[src/rtl/pbit_pkg.sv]
package pbit_pkg;

    typedef enum logic [1:0] {
        OP_ALLOC = 2'd0,
        OP_WRITE = 2'd1,
        OP_READ  = 2'd2,
        OP_RSVD  = 2'd3
    } op_e;

    typedef enum logic [1:0] {
        RSP_DATA = 2'd0,
        RSP_BASE = 2'd1,
        RSP_ACK  = 2'd2,
        RSP_ERR  = 2'd3
    } rsp_e;

endpackage

[src/rtl/pbit_pool_pick.sv]
// Picks the lowest free entry of the deferred-read pool and flags exhaustion.
module pbit_pool_pick #(
    parameter int POOL  = 8,
    parameter int PTR_W = 3
) (
    input  logic [POOL-1:0]  busy,
    output logic [PTR_W-1:0] free_idx,
    output logic             full
);
    always_comb begin
        free_idx = '0;
        for (int i = POOL - 1; i >= 0; i--) begin
            if (!busy[i]) begin
                free_idx = PTR_W'(i);
            end
        end
        full = &busy;
    end
endmodule

[src/rtl/pbit_alloc_check.sv]
// Decides whether a region of the requested length still fits behind the pointer.
module pbit_alloc_check #(
    parameter int DEPTH = 64,
    parameter int CNT_W = 7,
    parameter int LEN_W = 16
) (
    input  logic [CNT_W-1:0] ptr,
    input  logic [LEN_W-1:0] len,
    output logic             fits,
    output logic [CNT_W-1:0] ptr_next
);
    logic [LEN_W:0] room;

    always_comb begin
        room     = (LEN_W+1)'(DEPTH) - (LEN_W+1)'(ptr);
        fits     = (len != '0) && ({1'b0, len} <= room);
        ptr_next = fits ? (ptr + CNT_W'(len)) : ptr;
    end
endmodule

[src/rtl/pbit_array_store.sv]
module pbit_array_store
    import pbit_pkg::*;
#(
    parameter int ADDR_W = 6,
    parameter int DATA_W = 16,
    parameter int TAG_W  = 8,
    parameter int POOL   = 8
) (
    input  logic              clk,
    input  logic              rst_n,
    input  logic              req_valid,
    output logic              req_ready,
    input  logic [1:0]        req_op,
    input  logic [ADDR_W-1:0] req_addr,
    input  logic [DATA_W-1:0] req_data,
    input  logic [TAG_W-1:0]  req_tag,
    output logic              rsp_valid,
    output logic [1:0]        rsp_kind,
    output logic [DATA_W-1:0] rsp_data,
    output logic [TAG_W-1:0]  rsp_tag
);
    localparam int DEPTH = 1 << ADDR_W;
    localparam int CNT_W = ADDR_W + 1;
    localparam int PTR_W = (POOL > 2) ? $clog2(POOL) : 1;

    typedef struct packed {
        logic [DEPTH-1:0][DATA_W-1:0] mem;
        logic [DEPTH-1:0]             used;
        logic [DEPTH-1:0]             filled;
        logic [DEPTH-1:0]             pending;
        logic [DEPTH-1:0][PTR_W-1:0]  head;
        logic [DEPTH-1:0][PTR_W-1:0]  tail;
        logic [POOL-1:0]              ent_busy;
        logic [POOL-1:0][TAG_W-1:0]   ent_tag;
        logic [POOL-1:0][PTR_W-1:0]   ent_next;
        logic [CNT_W-1:0]             alloc_ptr;
        logic                         rel_on;
        logic [PTR_W-1:0]             rel_ptr;
        logic [ADDR_W-1:0]            rel_word;
        logic [DATA_W-1:0]            rel_data;
        logic                         rsp_v;
        logic [1:0]                   rsp_k;
        logic [DATA_W-1:0]            rsp_d;
        logic [TAG_W-1:0]             rsp_t;
    } state_t;

    state_t st_d, st_q;

    logic [PTR_W-1:0] free_idx;
    logic             pool_full;
    logic             alloc_fits;
    logic [CNT_W-1:0] alloc_ptr_next;
    logic             accept;
    logic             park_blocked;

    // Exposed for the bound checker.
    logic [DEPTH-1:0] filled_vec;
    logic [DEPTH-1:0] used_vec;
    logic [CNT_W-1:0] alloc_ptr_now;

    pbit_pool_pick #(
        .POOL  (POOL),
        .PTR_W (PTR_W)
    ) u_pick (
        .busy     (st_q.ent_busy),
        .free_idx (free_idx),
        .full     (pool_full)
    );

    pbit_alloc_check #(
        .DEPTH (DEPTH),
        .CNT_W (CNT_W),
        .LEN_W (DATA_W)
    ) u_alloc (
        .ptr      (st_q.alloc_ptr),
        .len      (req_data),
        .fits     (alloc_fits),
        .ptr_next (alloc_ptr_next)
    );

    assign park_blocked = (op_e'(req_op) == OP_READ) && st_q.used[req_addr]
                          && !st_q.filled[req_addr] && pool_full;
    assign req_ready    = !st_q.rel_on && !park_blocked;
    assign accept       = req_valid && req_ready;

    assign filled_vec    = st_q.filled;
    assign used_vec      = st_q.used;
    assign alloc_ptr_now = st_q.alloc_ptr;

    assign rsp_valid = st_q.rsp_v;
    assign rsp_kind  = st_q.rsp_k;
    assign rsp_data  = st_q.rsp_d;
    assign rsp_tag   = st_q.rsp_t;

    always_comb begin
        st_d       = st_q;
        st_d.rsp_v = 1'b0;

        if (st_q.rel_on) begin
            // Drain one parked reader per cycle.
            st_d.rsp_v                  = 1'b1;
            st_d.rsp_k                  = RSP_DATA;
            st_d.rsp_d                  = st_q.rel_data;
            st_d.rsp_t                  = st_q.ent_tag[st_q.rel_ptr];
            st_d.ent_busy[st_q.rel_ptr] = 1'b0;
            if (st_q.rel_ptr == st_q.tail[st_q.rel_word]) begin
                st_d.rel_on                 = 1'b0;
                st_d.pending[st_q.rel_word] = 1'b0;
            end else begin
                st_d.rel_ptr = st_q.ent_next[st_q.rel_ptr];
            end
        end else if (accept) begin
            st_d.rsp_v = 1'b1;
            st_d.rsp_t = req_tag;
            st_d.rsp_d = '0;
            st_d.rsp_k = RSP_ERR;
            unique case (op_e'(req_op))
                OP_ALLOC: begin
                    if (alloc_fits) begin
                        st_d.rsp_k     = RSP_BASE;
                        st_d.rsp_d     = DATA_W'(st_q.alloc_ptr);
                        st_d.alloc_ptr = alloc_ptr_next;
                        for (int i = 0; i < DEPTH; i++) begin
                            if ((CNT_W'(i) >= st_q.alloc_ptr) && (CNT_W'(i) < alloc_ptr_next)) begin
                                st_d.used[i] = 1'b1;
                            end
                        end
                    end
                end
                OP_WRITE: begin
                    if (st_q.used[req_addr] && !st_q.filled[req_addr]) begin
                        st_d.mem[req_addr]    = req_data;
                        st_d.filled[req_addr] = 1'b1;
                        st_d.rsp_k            = RSP_ACK;
                        if (st_q.pending[req_addr]) begin
                            st_d.rel_on   = 1'b1;
                            st_d.rel_ptr  = st_q.head[req_addr];
                            st_d.rel_word = req_addr;
                            st_d.rel_data = req_data;
                        end
                    end
                end
                OP_READ: begin
                    if (st_q.used[req_addr] && st_q.filled[req_addr]) begin
                        st_d.rsp_k = RSP_DATA;
                        st_d.rsp_d = st_q.mem[req_addr];
                    end else if (st_q.used[req_addr]) begin
                        // Park: append to the word's list, no response now.
                        st_d.rsp_v              = 1'b0;
                        st_d.ent_busy[free_idx] = 1'b1;
                        st_d.ent_tag[free_idx]  = req_tag;
                        st_d.tail[req_addr]     = free_idx;
                        if (st_q.pending[req_addr]) begin
                            st_d.ent_next[st_q.tail[req_addr]] = free_idx;
                        end else begin
                            st_d.head[req_addr]    = free_idx;
                            st_d.pending[req_addr] = 1'b1;
                        end
                    end
                end
                OP_RSVD: begin
                    st_d.rsp_k = RSP_ERR;
                end
            endcase
        end
    end

    always_ff @(posedge clk) begin
        if (!rst_n) begin
            st_q <= '0;
        end else begin
            st_q <= st_d;
        end
    end

endmodule

[config.mk]
export PLATFORM = sky130hd
export DESIGN_NAME = pbit_array_store
export DESIGN_NICKNAME = d
export VERILOG_FILES = /design/src/rtl/pbit_pkg.sv /design/src/rtl/pbit_pool_pick.sv /design/src/rtl/pbit_alloc_check.sv /design/src/rtl/pbit_array_store.sv
export SDC_FILE = /design/constraint.sdc
export NUM_CORES = 2
export LEC_CHECK = 0
export BUFFER_PORTS_ARGS = -buffer_cell sky130_fd_sc_hd__buf_2
export CORE_MARGIN = 1.5
export CORE_UTILIZATION = 30
export CTS_CLUSTER_DIAMETER = 80
export DETAILED_ROUTE_END_ITERATION = 10
export GPL_ROUTABILITY_DRIVEN = 0
export GPL_TIMING_DRIVEN = 0
export PLACE_DENSITY = 0.53
export SLEW_MARGIN = 10
export SYNTH_ARGS = -nofsm -noshare
export SYNTH_HDL_FRONTEND = slang
export SYNTH_SLANG_ARGS = --single-unit
[constraint.sdc]
create_clock -name clk -period 4.92 [get_ports clk]
set_input_delay 1.23 -clock clk [delete_from_list [all_inputs] [get_ports clk]]
set_output_delay 1.23 -clock clk [all_outputs]
set_load 0.01 [all_outputs]
* Yosys cells after proc, flatten, opt, wreduce, memory -nomap -nowiden *
Cells that the tools add are included.
W data, S select, Z words.

cells by class
  add/sub/neg operators = 2
  magnitude comparators = 139
  equality and inequality tests = 8
  muxes and demuxes = 74
  bitwise logic cells = 11
  reduce and logical (&&, ||, !) cells = 163

operators with widths
  kind                  count
  $mux W544             3
  $bwmux W1024          1
  $mux W604             1
  $bwmux W192           2
  $reduce_and A5 Y1     67
  $mux W256             1
  $ge A6 B7 Y1 const A  32
  $lt A6 B7 Y1 const A  32
  $mux W64              2
  $or A64 B64 Y64       2
  $ge A5 B7 Y1 const A  16
  $lt A5 B7 Y1 const A  16
  $bmux W16 S6          1
  $demux W16 S6         1
  $mux W26              3
  $logic_and A1 B1 Y1   77
  $and A64 B64 Y64      1
  $bwmux W64            1
  $not A64 Y64          1
  $ge A4 B7 Y1 const A  8
  $lt A4 B7 Y1 const A  8
  $bmux W3 S6           3
  $mux W3               15
  $mux W18              2
  48 further kinds      101

storage, ports and cells
  flip-flop bits (word level) = 1756
  output and inout bits = 28

* Logic depth before layout (Yosys ltp) *
  word-level depth = 18
  depth in mapped cells = 19
  gate-level depth less buffers = 14

* Cells and area by module *
From an unflattened synthesis, not the netlist that was laid out.

unflattened totals
  cell total of the unflattened synthesis = 8415
  area total of the unflattened synthesis = 79810.3 sq um

by module, submodules not included
  module            times used  cells each  area an instance (sq um)
  pbit_array_store  1           8256        78624.2
  pbit_alloc_check  1           146         1111.1
  pbit_pool_pick    1           13          75.1

* Least setup slack after synthesis *
No wires, ideal clock.

  kind = register to register
  from = reg st_q (netlist bit alloc_ptr_now[4])
  to = reg st_q (netlist bit used_vec[58])
  library setup time = 0.061 ns
  data arrival time = 4.837 ns
  data required time = 4.859 ns
  setup slack = 0.022 ns
  stages on the path, launching flop included = 15
  buffers on the path = 2
  cells stage by stage = dfxtp_1 -> clkbuf_1 -> or3_1 -> o41ai_1 -> ha_1 -> a21oi_1 -> o21a_1 -> o221ai_1 -> a211o_1 -> a2111oi_0 -> and3_1 -> clkbuf_1 -> and2_1 -> a21boi_1 -> a32o_1

on the way
  cells in the longest elaborated chain, start to end = 7

ends and longest elaborated chain
  item                           RTL line                 RTL
  start: declaration             pbit_array_store.sv:47   state_t st_d, st_q;
  start signal: assignment       pbit_array_store.sv:172  st_q <= st_d;
  $sub A7 B7 Y8                  pbit_alloc_check.sv:15   room = (LEN_W+1)'(DEPTH) - (LEN_W+1)'(ptr);
  $le A16 B17 Y1                 pbit_alloc_check.sv:16   fits = (len != '0) && ({1'b0, len} <= room);
  $logic_and A1 B1 Y1            pbit_alloc_check.sv:16
  $mux W7                        pbit_alloc_check.sv:17   ptr_next = fits ? (ptr + CNT_W'(len)) : ptr;
  $lt A6 B7 Y1                   pbit_array_store.sv:124  if ((CNT_W'(i) >= st_q.alloc_ptr) && (CNT_W'(i) < alloc_ptr_next)) begin
  $logic_and A1 B1 Y1            pbit_array_store.sv:124
  $reduce_and A5 Y1 (no line) *  --

Mark *: on every way between the ends. The rest lies on a longest branch, timed or not.
A chain may end at the register's enable or synchronous reset.

* Final worst setup path *
  from = reg st_q[45] (netlist bit)
  to = reg st_q[577] (netlist bit)

on the way
  cells in the longest elaborated chain, start to end = 8

ends and longest elaborated chain
  item                                                                       RTL line                 RTL
  $lt A6 B7 Y1 (not written as such) / $ge A6 B1 Y1 (equally long branches)  pbit_array_store.sv:108  st_d.pending[st_q.rel_word] = 1'b0;
  $logic_and A1 B1 Y1 (not written as such)                                  pbit_array_store.sv:108
  $mux W1 (not written as such)                                              pbit_array_store.sv:108
  $demux W1 S6                                                               pbit_array_store.sv:108
  $not A64 Y64 (no line)                                                     --
  $and A64 B64 Y64 (no line)                                                 --
  $mux W64                                                                   pbit_array_store.sv:106  if (st_q.rel_ptr == st_q.tail[st_q.rel_word]) begin
  $mux W64                                                                   pbit_array_store.sv:99   if (st_q.rel_on) begin

Parallel ways exist; a longest one is shown, timed or not. The select of a mux whose other input is x is not followed.

==> impl_metrics.csv <==
group,metric,value,unit
run_status,outcome,"finished with violations",
run_status,failed_checks,"DRC, capacitance limit, setup timing",
cells_and_area,area_growth_syn_to_layout,17.56,%
yosys,netlist-cell-type-count,82,
die,fp.dieH,515.1,um
critical_path,timing.critical_path.required,5.64,ns
critical_path,cp-endpoint,"st_q[577]",
critical_path,end_kind,"register",
yosys,synth_enable_flop_cells,0,
sta,final-hold-violation-count,0,
critical_path,worstPathCellList,"buf_2 -> buf_2 -> buf_2 -> clkbuf_2 -> mux4_2 -> a311oi_1 -> nand4_1 -> a222oi_1 -> buf_4 -> nand3_1 -> clkbuf_1 -> nor2_2 -> a21oi_1",
critical_path,setup.worst_path.start_class,"register",
placement,numPortBuffers,59,
die,ios,63,
die,placeableCoreArea,0.2602,mm2
yosys,syn-instance-count,8793,
sta,worst_slew_pin_slew,1.494,ns
power,static_leak,0.03170,uW
grt,overflow,0,
cells_and_area,layout.cells.most_common,"dfxtp_1",
grt,first_global_vias,72010,
yosys,synth.yosys.warnings,0,
clock_network,clk_latency,0.93,ns
sta,timing.max_slew.rel_slack,0.3715,%
power,power_density,351.5,mW/mm2
power,power_report.internal_total,23800,uW
run,max_cap_violations,1,
critical_path,startpoint,"st_q[45]",
grt,antenna_found_initial,33,
yosys,synth_area_per_cell,8.947,um2
critical_path,reg2reg_slack,-0.36,ns
route,route.met3.wl,58.14,mm
die,fp-row-count,187,
cells_and_area,commonest_non_fill_non_tap_cells_in_the_layout,"dfxtp_1 (1756), nor2_1 (1138), mux2i_1 (1025), nand2_1 (800), o21ai_0 (658)",
grt,grt.total_usage,30.83,%
critical_path,critical_path_arrival,6.00,ns
worst_hold_path,hold_depth,2,
critical_path,worst-path-max-fanout,10,
critical_path,worst_r2r_path_depth,13,
sta,final_critical_path_required_period,5.277,ns
die,floorplan.die.width,515.1,um
clock_network,cts_hold_buffers,0,
critical_path,crit_path_frequent_cell,"buf_2",
cells_and_area,layout-drive-gt1-share,12.48,%
route,postRouteAntennaNets,0,
yosys,synth.net_count,8854,
yosys,postSynthRegisterBits,1756,
clock_network,cts_max_level,4,
sta,timing.final.crit_share,107.3,%
route,route.detailed.vias_per_inst,6.190,
sta,fin_ws,-0.3574,ns
clock_network,cts-root-buf,"clkbuf_16",
die,start_util,30.24,%
route,wl,427.7,mm
placement,hpwl,309.7,mm
critical_path,cp_peak_stage_delay,0.55,ns
grt,pin_count_of_the_biggest_net_entering_global_routing,15,
route,drc,37,
route,via_count,78970,
grt,grt_first_pass_wirelength,579.3,mm
sta,max_clock_skew,0.09862,ns
route,met1_length,160.9,mm
route,detailedRoute.firstIterationViolations,14260,
power,power_frac_comb,8.6,%
clock_network,clock-sinks,1756,
clock_network,cts_made_buffers,188,
critical_path,startpoint_of_the_lowest_slack_register_to_register_path,"st_q[45]",
die,die_area,0.2653,mm2
power,max-vdd-ir-drop,0.3064,mV
critical_path,r2r-end,"st_q[577]",
worst_hold_path,min-delay-path-class,"reg -> reg",
clock_network,cts-root-to-sink-buffers,4,
route,highest_layer,"met5",
route,met2RoutedLength,168.5,mm
critical_path,cell_with_the_largest_stage_delay_on_the_worst_path,"nor2_2",
clock_network,clock_tree_from_tritoncts,"yes",
sta,unrepaired_setup_endpoints_after_global_routing,"true",
critical_path,crit_type,"reg -> reg",
sta,finalSetupViolations,129,
yosys,synth_sequential_area_ratio,44.69,%
yosys,netlist_area,0.07867,mm2
power,clkPwrFrac,47.5,%
clock_network,worst_setup_hold_path_clk_slew,0.07,ns
power,power.share.switching,26.78,%
sta,max_freq,189.5,MHz
sta,drv_slew,0,
yosys,synth_largest_area_cell,"dfxtp_1",
yosys,postSynth.asyncResetShare,0,%
sta,final.hold.worst_slack,0.4447,ns
yosys,synth.area.top_cells,"dfxtp_1 (45%), mux2i_1 (13%), nor2_1 (5.5%)",
power,seq_power_share,43.8,%
route,avgRoutedWirePerCell,33.53,um
yosys,synth_top_area_share,44.69,%
power,switchingPower,8707,uW
yosys,main_flop_type_after_synthesis,"dfxtp_1",
route,firstDrtPassIters,11,
cells_and_area,design.final.nets,9143,
power,total_power,32510,uW
placement,dp_worst_setup_slack,-3.231,ns
[per-layer routing]
layer  vias to the layer above  track usage, %
met1                     38520           38.89
li1                      32160               -
met3                      1734           10.29
met5                         -          0.1644
met4                        14           23.81
met2                      6538           42.86
[logic make-up (layout without fill, tap and decap cells)]
family	Yosys count	in the layout	synth area share (%)
adders and majority gates	26	26	0.4231
DFF	1756	1756	44.69
and+or+nand+nor	2555	2555	14.86
other	0	27	0
AOI/OAI and AO/OA	2375	2375	18.72
buffers and inverters	925	1365	5.587
xor gates and xnor gates	9	9	0.1002
muxes	1147	1147	15.63
[worst max-delay path, delay by kind of cell (launching register included)]
kind,cells,cell delay (ns)
mux,1,0.51
compound gates,3,0.98
buf+inv,6,2.27
simple gates,3,1.03
flops,1,0.30
[synth_stat cells (all sizes together), types with 21 or more instances]
master	instances
o21ai	662
o22a	60
a22o	39
nor4	82
clkbuf	595
a22oi	120
o31ai	21
nand2b	22
o22ai	451
a221oi	71
buf	280
a32oi	32
nand3	197
a21oi	558
inv	48
nand2	805
nor3	87
mux4	59
mux2	58
o221ai	79
dfxtp	1756
ha	25
a31oi	32
nor2	1224
mux2i	1030
nand4	26
o21a	98
[flip-flops by register name, indices dropped and copies added (netlist names)]
signal / flops
filled_vec: 64
alloc_ptr_now: 7
used_vec: 64
rsp_data: 16
st_q: 1594
rsp_tag: 8
rsp_valid: 1
rsp_kind: 2
[per-stage QoR]
stage,std cells,instance area [um2],util (%),TNS [ns]
6_report,12760,92480,35.55,-16.72
3_5_place_dp,12370,83990,32.28,-2621.68
4_1_cts,12730,92330,35.49,0
2_1_floorplan,8793,78670,-,0
5_1_grt,12730,92420,35.52,-2.200
3_3_place_gp,12350,83340,32.03,-3881.69
[worst min path at each step]
stage,start,end,slack [ns]
after global routing,used_vec[12],used_vec[12],0.46
after floorplan,used_vec[24],used_vec[24],0.42
after global placement,used_vec[38],used_vec[38],0.43
final,used_vec[1],used_vec[1],0.44
after CTS,used_vec[12],used_vec[12],0.44
after detailed placement,used_vec[12],used_vec[12],0.44
[repair_timing]
action | in CTS | in global routing
setup endpoints to repair | 1604 | 167
cloned | 0 | 0
pin swaps | 26 | 5
buffers inserted | 28 | 1
resized for setup | 453 | 52
[power groups by stage]
| stage | logic, uW | registers, uW | clock network (uW) |
|---|---|---|---|
| after global routing | 2740 | 14200 | 15900 |
| after global placement | 2390 | 14600 | 0 |
| after detailed placement | 2430 | 14600 | 0 |
| after CTS | 2610 | 14300 | 15300 |
| after floorplan | 1120 | 14600 | 0 |
| final | 2810 | 14300 | 15500 |
[layout make-up]
class | instances | area (um2)
clock inverter | 67 | 954.7
fill | 26710 | 167700
inverter | 50 | 191.4
tap | 3496 | 4374
clock buffer | 274 | 5520
timing repair buffer | 113 | 992.2
antenna | 27 | 67.56
sequential | 1756 | 35150
buffer | 861 | 5061
multi-input combinational | 6112 | 40170
(Power assumes the default switching activity.)
